$ cat src/rtl/csc_pkg.sv
`timescale 1ns/1ps
package csc_pkg;

  // Gain selection shared by all three output channels.
  typedef enum logic [1:0] {
    GAIN_X1  = 2'd0,
    GAIN_X2  = 2'd1,
    GAIN_X4  = 2'd2,
    GAIN_X4B = 2'd3
  } gain_mode_e;

  // Fixed number of register stages from input to output.
  localparam int unsigned PIPE_LAT = 3;

  // Left shift applied to the accumulated sum for a gain mode.
  function automatic logic [1:0] gain_shift(input logic [1:0] mode);
    case (gain_mode_e'(mode))
      GAIN_X1: return 2'd0;
      GAIN_X2: return 2'd1;
      default: return 2'd2;
    endcase
  endfunction

endpackage

$ cat src/rtl/csc_side_pipe.sv
`timescale 1ns/1ps
// Delay line for the valid strobe (bit 0) and the sync sidebands.
module csc_side_pipe #(
  parameter int W     = 4,
  parameter int DEPTH = 3
) (
  input  logic             clk,
  input  logic             rst_n,
  input  logic [W-1:0]     d_in,
  output logic [DEPTH-1:0] tap_vld,
  output logic [W-1:0]     q_out
);

  localparam int VLD_BIT = 0;

  logic [W-1:0] stg [DEPTH];

  always_ff @(posedge clk or negedge rst_n) begin
    if (!rst_n) begin
      for (int k = 0; k < DEPTH; k++) stg[k] <= '0;
    end else begin
      stg[0] <= d_in;
      for (int k = 1; k < DEPTH; k++) stg[k] <= stg[k-1];
    end
  end

  for (genvar k = 0; k < DEPTH; k++) begin : g_tap
    assign tap_vld[k] = stg[k][VLD_BIT];
  end

  assign q_out = stg[DEPTH-1];

endmodule

$ cat src/rtl/csc_mac_row.sv
`timescale 1ns/1ps
// One output channel: three products, offset, gain, rounding and clamping.
module csc_mac_row #(
  parameter int DATA_W = 12,
  parameter int COEF_W = 13,
  parameter int FRAC_W = 12
) (
  input  logic              clk,
  input  logic              rst_n,
  input  logic              v_in,
  input  logic              v_s1,
  input  logic              v_s2,
  input  logic [DATA_W-1:0] px_a,
  input  logic [DATA_W-1:0] px_b,
  input  logic [DATA_W-1:0] px_c,
  input  logic [COEF_W-1:0] cf_a,
  input  logic [COEF_W-1:0] cf_b,
  input  logic [COEF_W-1:0] cf_c,
  input  logic [COEF_W-1:0] ofs,
  input  logic [1:0]        shift,
  output logic [DATA_W-1:0] out_q
);

  localparam int PROD_W = DATA_W + COEF_W + 1;
  localparam int OFS_W  = COEF_W + FRAC_W;
  localparam int ACC_W  = ((PROD_W > OFS_W) ? PROD_W : OFS_W) + 3;
  localparam int GAIN_W = ACC_W + 3;
  localparam logic signed [GAIN_W-1:0] HALF   = GAIN_W'(2 ** (FRAC_W - 1));
  localparam logic signed [GAIN_W-1:0] MAX_Q  = GAIN_W'(2 ** DATA_W - 1);
  localparam logic signed [GAIN_W-1:0] OVER_T = GAIN_W'(2 ** (DATA_W + FRAC_W));

  // Unsigned pixel times signed coefficient.
  function automatic logic signed [PROD_W-1:0] mul_px(
    input logic [DATA_W-1:0] px,
    input logic [COEF_W-1:0] cf
  );
    logic signed [PROD_W-1:0] a;
    logic signed [PROD_W-1:0] b;
    a = PROD_W'($signed({1'b0, px}));
    b = PROD_W'($signed(cf));
    return a * b;
  endfunction

  // Sum of products plus scaled offset, gain applied, half LSB added.
  function automatic logic signed [GAIN_W-1:0] sum_gain(
    input logic signed [PROD_W-1:0] p0,
    input logic signed [PROD_W-1:0] p1,
    input logic signed [PROD_W-1:0] p2,
    input logic [COEF_W-1:0]        o,
    input logic [1:0]               sh
  );
    logic signed [ACC_W-1:0]  acc;
    logic signed [GAIN_W-1:0] g;
    acc = ACC_W'(p0) + ACC_W'(p1) + ACC_W'(p2)
        + (ACC_W'($signed(o)) <<< FRAC_W);
    g = GAIN_W'(acc) <<< sh;
    return g + HALF;
  endfunction

  // Drop the fraction and saturate into the output code range.
  function automatic logic [DATA_W-1:0] round_clamp(
    input logic signed [GAIN_W-1:0] g
  );
    logic signed [GAIN_W-1:0] q;
    q = g >>> FRAC_W;
    if (q[GAIN_W-1])  return '0;
    else if (q > MAX_Q) return '1;
    else              return q[DATA_W-1:0];
  endfunction

  logic signed [PROD_W-1:0] pa_s1, pb_s1, pc_s1;
  logic signed [GAIN_W-1:0] g_s2;

  // Stage 1: products.
  always_ff @(posedge clk or negedge rst_n) begin
    if (!rst_n) begin
      pa_s1 <= '0;
      pb_s1 <= '0;
      pc_s1 <= '0;
    end else if (v_in) begin
      pa_s1 <= mul_px(px_a, cf_a);
      pb_s1 <= mul_px(px_b, cf_b);
      pc_s1 <= mul_px(px_c, cf_c);
    end
  end

  // Stage 2: accumulate, offset, gain.
  always_ff @(posedge clk or negedge rst_n) begin
    if (!rst_n)    g_s2 <= '0;
    else if (v_s1) g_s2 <= sum_gain(pa_s1, pb_s1, pc_s1, ofs, shift);
  end

  // Stage 3: round and clamp.
  always_ff @(posedge clk or negedge rst_n) begin
    if (!rst_n)    out_q <= '0;
    else if (v_s2) out_q <= round_clamp(g_s2);
  end

  // Events of stage 2 that decide saturation at stage 3.
  logic s2_below;
  logic s2_above;
  assign s2_below = g_s2[GAIN_W-1];
  assign s2_above = !g_s2[GAIN_W-1] && (g_s2 >= OVER_T);

  AST_CLAMP_LOW: assert property (@(posedge clk) disable iff (!rst_n)
    (v_s2 && s2_below) |=> (out_q == '0));
  AST_CLAMP_HIGH: assert property (@(posedge clk) disable iff (!rst_n)
    (v_s2 && s2_above) |=> (out_q == {DATA_W{1'b1}}));
  AST_HOLD_IDLE: assert property (@(posedge clk) disable iff (!rst_n)
    (!v_s2) |=> $stable(out_q));

endmodule

$ cat src/rtl/csc_matrix_top.sv
`timescale 1ns/1ps
module csc_matrix_top #(
  parameter int DATA_W = 12,
  parameter int COEF_W = 13,
  parameter int FRAC_W = 12,
  parameter int SYNC_W = 3
) (
  input  logic                  clk,
  input  logic                  rst_n,
  input  logic [1:0]            cfg_gain_mode,
  input  logic [9*COEF_W-1:0]   cfg_coef,
  input  logic [3*COEF_W-1:0]   cfg_offset,
  input  logic [DATA_W-1:0]     in_rcr,
  input  logic [DATA_W-1:0]     in_gy,
  input  logic [DATA_W-1:0]     in_bcb,
  input  logic                  in_valid,
  input  logic [SYNC_W-1:0]     in_sync,
  output logic [DATA_W-1:0]     out_ch0,
  output logic [DATA_W-1:0]     out_ch1,
  output logic [DATA_W-1:0]     out_ch2,
  output logic                  out_valid,
  output logic [SYNC_W-1:0]     out_sync
);

  localparam int N_CH   = 3;
  localparam int SIDE_W = SYNC_W + 1;
  localparam int LAT    = int'(csc_pkg::PIPE_LAT);

  logic [1:0]        gain_sh;
  logic [LAT-1:0]    vld_tap;
  logic [SIDE_W-1:0] side_q;
  logic [DATA_W-1:0] row_q [N_CH];

  assign gain_sh = csc_pkg::gain_shift(cfg_gain_mode);

  csc_side_pipe #(.W(SIDE_W), .DEPTH(LAT)) u_side (
    .clk     (clk),
    .rst_n   (rst_n),
    .d_in    ({in_sync, in_valid}),
    .tap_vld (vld_tap),
    .q_out   (side_q)
  );

  for (genvar k = 0; k < N_CH; k++) begin : g_row
    csc_mac_row #(.DATA_W(DATA_W), .COEF_W(COEF_W), .FRAC_W(FRAC_W)) u_row (
      .clk   (clk),
      .rst_n (rst_n),
      .v_in  (in_valid),
      .v_s1  (vld_tap[0]),
      .v_s2  (vld_tap[1]),
      .px_a  (in_rcr),
      .px_b  (in_gy),
      .px_c  (in_bcb),
      .cf_a  (cfg_coef[COEF_W*(3*k+0) +: COEF_W]),
      .cf_b  (cfg_coef[COEF_W*(3*k+1) +: COEF_W]),
      .cf_c  (cfg_coef[COEF_W*(3*k+2) +: COEF_W]),
      .ofs   (cfg_offset[COEF_W*k +: COEF_W]),
      .shift (gain_sh),
      .out_q (row_q[k])
    );
  end

  assign out_ch0   = row_q[0];
  assign out_ch1   = row_q[1];
  assign out_ch2   = row_q[2];
  assign out_valid = side_q[0];
  assign out_sync  = side_q[SIDE_W-1:1];

  // Cycles seen since reset release, saturating once the pipe is full.
  logic [1:0] since_rst;
  logic       lat_full;
  always_ff @(posedge clk or negedge rst_n) begin
    if (!rst_n)                since_rst <= 2'd0;
    else if (since_rst != 2'd3) since_rst <= since_rst + 2'd1;
  end
  assign lat_full = (since_rst == 2'd3);

  AST_VALID_LATENCY: assert property (@(posedge clk) disable iff (!rst_n)
    lat_full |-> (out_valid == $past(in_valid, 3)));
  AST_SYNC_LATENCY: assert property (@(posedge clk) disable iff (!rst_n)
    lat_full |-> (out_sync == $past(in_sync, 3)));

endmodule

$ cat config.mk
export PLATFORM = sky130hd
export DESIGN_NAME = csc_matrix_top
export DESIGN_NICKNAME = d
export VERILOG_FILES = /design/src/rtl/csc_pkg.sv /design/src/rtl/csc_side_pipe.sv /design/src/rtl/csc_mac_row.sv /design/src/rtl/csc_matrix_top.sv
export SDC_FILE = /design/constraint.sdc
export NUM_CORES = 2
export LEC_CHECK = 0
export ABC_AREA = 1
export BUFFER_PORTS_ARGS = -buffer_cell sky130_fd_sc_hd__clkbuf_2
export CORE_ASPECT_RATIO = 2
export CORE_UTILIZATION = 65
export DETAILED_ROUTE_END_ITERATION = 8
export GPL_TIMING_DRIVEN = 1
export PLACE_DENSITY = 0.83
export SYNTH_ARGS = -nofsm -noshare
export SYNTH_HDL_FRONTEND = slang
export SYNTH_SLANG_ARGS = --single-unit
$ cat constraint.sdc
create_clock -name clk -period 5.3 [get_ports clk]
set_input_delay 0.53 -clock clk [delete_from_list [all_inputs] [get_ports clk]]
set_output_delay 0.53 -clock clk [all_outputs]
set_load 0.01 [all_outputs]
==> impl_summary.log <==
[metrics] status: finished clean
[metrics] type of the worst min-delay path: primary input to flop
[metrics] arrival time of data at the critical path endpoint: 5670 ps
[metrics] peak fanout along the critical path: 14
[metrics] CTS tree: built
[metrics] adder and majority gate portion of the synthesized area: 46.49%
[metrics] starting DRC count in detailed routing: 4423
[metrics] synthesis-to-finish area growth: 18.57%
[metrics] die boundary height: 474.5 um
[metrics] Final Cycle Share: 98.54%
[metrics] most used flip-flop cell after synthesis: dfrtp_1
[metrics] Synth Area in XOR/XNOR: 2.644%
[metrics] multiplexer share of the synthesized area: 0%
[metrics] number of warnings issued by yosys: 0
[metrics] aggregate global routing overflow: 0
[metrics] DRC violation count after routing: 0
[metrics] Placement Rows: 173
[metrics] RSZ-0062 raised after global routing: true
[metrics] via count: 67100
[metrics] Setup crit start: in_rcr[8]
[metrics] most common library cell in the layout ignoring fill and taps: nand2_1
[metrics] Compound-Gate Fraction of Synth Area: 6.273%
[metrics] Crit path required time: 5750 ps
[metrics] CTS Buffer Depth: 3
[metrics] reg-to-reg critical path startpoint: g_row[2].u_row.pc_s1[5]
[metrics] synthesized flop and latch total: 342
[metrics] Crit Path Class: primary input to flop
[metrics] pin count of the biggest net entering global routing: 178
[metrics] hold_ws: 28.24 ps
[metrics] effective utilization at floorplan: 65.46%
[metrics] distinct cell type count of the synthesized netlist: 52
[metrics] sinks on the clock net: 342
[metrics] fin. max-slew vios: 0
[metrics] mapped cell area: 72550 um2
[metrics] clock insertion delay at the later pin of the skew report: 610 ps
[metrics] iteration count of the initial detailed-routing pass: 6
[metrics] share of async-settable or async-resettable flops after synthesis: 100.0%
[metrics] max_cap viols: 0
[metrics] Total Die Area: 113000 um2
[metrics] Slew @ Worst Pin: 1008 ps
[metrics] Clock Tree Root: clkbuf_16
[metrics] per-instance average area after synthesis: 7.615 um2
[metrics] Critical Path Sink Type: flop
[metrics] largest family of logic cells by synthesized area: adder cells
[metrics] worst slack at placement: -731.0 ps
[metrics] wire length of the first global-routing pass: 371900 um
[metrics] commonest cells after routing, fill and taps aside: 2659 x nand2_1, 2188 x inv_1, 1037 x fa_1
[metrics] vias per inst: 5.580
[metrics] initial antenna violation count: 6
[metrics] final setup margin: 77.30 ps
[metrics] Port Buffer Count: 239
[metrics] proportion of layout cells with a drive suffix above 1: 16.89%
[metrics] Layout Nets: 12760
[metrics] hold violation total from the final report: 0
[metrics] source of the worst hold timing path: in_sync[0]
[metrics] via count of the first global-routing pass: 71170
[metrics] final critical delay including setup and external delays: 5223 ps
[metrics] weighted congestion reported at the end of routability-driven placement: 1.080
[metrics] Floorplan Core Area: 110800 um2
[metrics] routed wire length: 243200 um
[metrics] Wirelength per Cell: 20.22 um
[metrics] Fillers: 7997
[metrics] Final ANT Viol Nets: 0
[metrics] Non-Filler Cell Area, Final: 86020 um2
[metrics] relative slew slack: 32.82%
[metrics] Horiz. Die Dim: 238.2 um
[metrics] depth of the CTS H-tree: 2
[metrics] share of synthesized cell area in and, or, nand and nor gates: 19.45%
[metrics] count of mapped cells out of synthesis: 9527
[metrics] final setup fails: 0
[metrics] EDFF count, synth: 0
[metrics] clock-pin transition on the worst setup and hold timing paths: 70 ps
[metrics] element type at the critical path start: primary input
[metrics] number of buffers created by CTS: 34
[metrics] share of the yosys chip area belonging to registers: 11.80%
[metrics] Clock Skew: 50.47 ps
[metrics] synthesized net count: 11780
[metrics] total half-perimeter wirelength after legalization and detailed placement: 206100 um
[metrics] post-detailed-placement cell area: 82970 um2
[metrics] global-route total usage across every layer: 43.06%
[metrics] Top-Level Pins: 240
[metrics] f_max: 0.1915 GHz
critical path, cell delays in order:
cell	delay, ps
clkbuf_2	160
buf_12	170
buf_4	140
nand2_1	70
fa_1	530
inv_1	50
fa_1	470
inv_1	60
fa_1	490
inv_1	60
fa_1	570
fa_1	420
ha_1	280
ha_1	330
nand2_1	80
nand2_1	90
a31oi_4	180
o21ai_1	130
a31oi_2	270
buf_4	170
buf_4	100
xor2_1	200
o21ai_0	100
synthesized netlist by cell type, types with 6 or more instances:
library cell	instances	area share (%)
a21o_1	23	0.24
nand2_1	2695	14
nand3_1	351	2.4
dfrtp_1	342	12
o2111ai_1	9	0.11
o211ai_1	7	0.072
and2_1	11	0.095
a221oi_1	8	0.097
nor4_1	14	0.12
buf_2	9	0.062
ha_1	987	17
nand4_1	62	0.53
o31ai_1	7	0.072
nor2_1	286	1.5
inv_1	2197	11
a21oi_1	280	1.9
nor2_2	12	0.10
or2_2	16	0.14
a21boi_0	12	0.12
o21ai_1	10	0.069
nand3_2	7	0.097
buf_1	60	0.31
xnor2_1	105	1.3
a31oi_1	58	0.50
inv_2	11	0.057
nand3b_1	6	0.062
a211oi_1	13	0.13
o21bai_1	11	0.11
fa_1	1068	29
o21ai_0	368	2.5
nor3_1	47	0.32
clkbuf_1	279	1.4
xor2_1	114	1.4
metrics by stage:
stage,instances,utilization [%],TNS [ps]
5_1_grt,12020,77.62,-1835
6_report,12020,77.62,0
2_1_floorplan,9527,-,-440.1
3_5_place_dp,11930,74.86,-62580
3_3_place_gp,11930,74.86,-49020
4_1_cts,11990,76.03,-110.6
registers in the layout, summed over array words and instances, names as in the netlist:
signal	flops
u_side.tap_vld	2
g_row.u_row.pa_s1	78
g_row.u_row.out_q	36
u_side.q_out	4
g_row.u_row.pb_s1	78
g_row.u_row.pc_s1	78
u_side.stg	6
g_row.u_row.g_s2	60
what timing repair did:
item	4_1_cts	5_1_grt
buffers inserted	0	27
pin swaps	0	85
gates cloned	0	2
hold buffers	2	0
gates resized for setup	22	385
setup endpoints to repair	26	143
endpoints found under the hold margin	46	0
logic make-up (layout without fill, tap and decap cells):
family / Yosys count / in the layout
simple gates: 3518 / 3518
fa+ha+maj: 2055 / 2055
buf+inv: 2565 / 3572
flops: 342 / 342
other cells: 0 / 3
compound gates: 828 / 828
xor+xnor: 219 / 219
area by class of cell:
| type | count | area (um2) | area share (%) |
|---|---|---|---|
| multi-input combinational | 6620 | 56200 | 65.33 |
| timing repair buffer | 1301 | 9866 | 11.47 |
| sequential | 342 | 8573 | 9.966 |
| inverter | 2210 | 8310 | 9.661 |
| tap | 1487 | 1861 | 2.163 |
| clock buffer | 40 | 903.4 | 1.050 |
| clock inverter | 21 | 306.5 | 0.3564 |
| antenna | 3 | 7.507 | 0.008727 |
per-layer routing:
layer	part of all wire [%]	up-vias	track usage, %
li1	-	30700	-
met1	31	32270	41.19
met3	6.2	1201	7.043
met2	50	2915	76.42
met4	12	6	43.04
met5	0.016	-	0
final timing paths:
| check | end | slack [ps] | depth (start not counted) |
|---|---|---|---|
| worst min-delay path | u_side.stg[9] | 30 | 1 |
| worst max register to register | g_row[2].u_row.g_s2[31] | 130 | 30 |
| worst max-delay path | g_row[0].u_row.pa_s1[14] | 80 | 23 |
| min in group asynchronous | g_row[1].u_row.pc_s1[2] | 430 | 2 |
| max in group asynchronous | g_row[0].u_row.pb_s1[10] | 3520 | 3 |
| worst min register to register | u_side.q_out[3] | 350 | 0 |
Power is left out: the tool's default activity adds up to more than one toggle a clock period on the data nets, which glitch-free logic cannot reach.
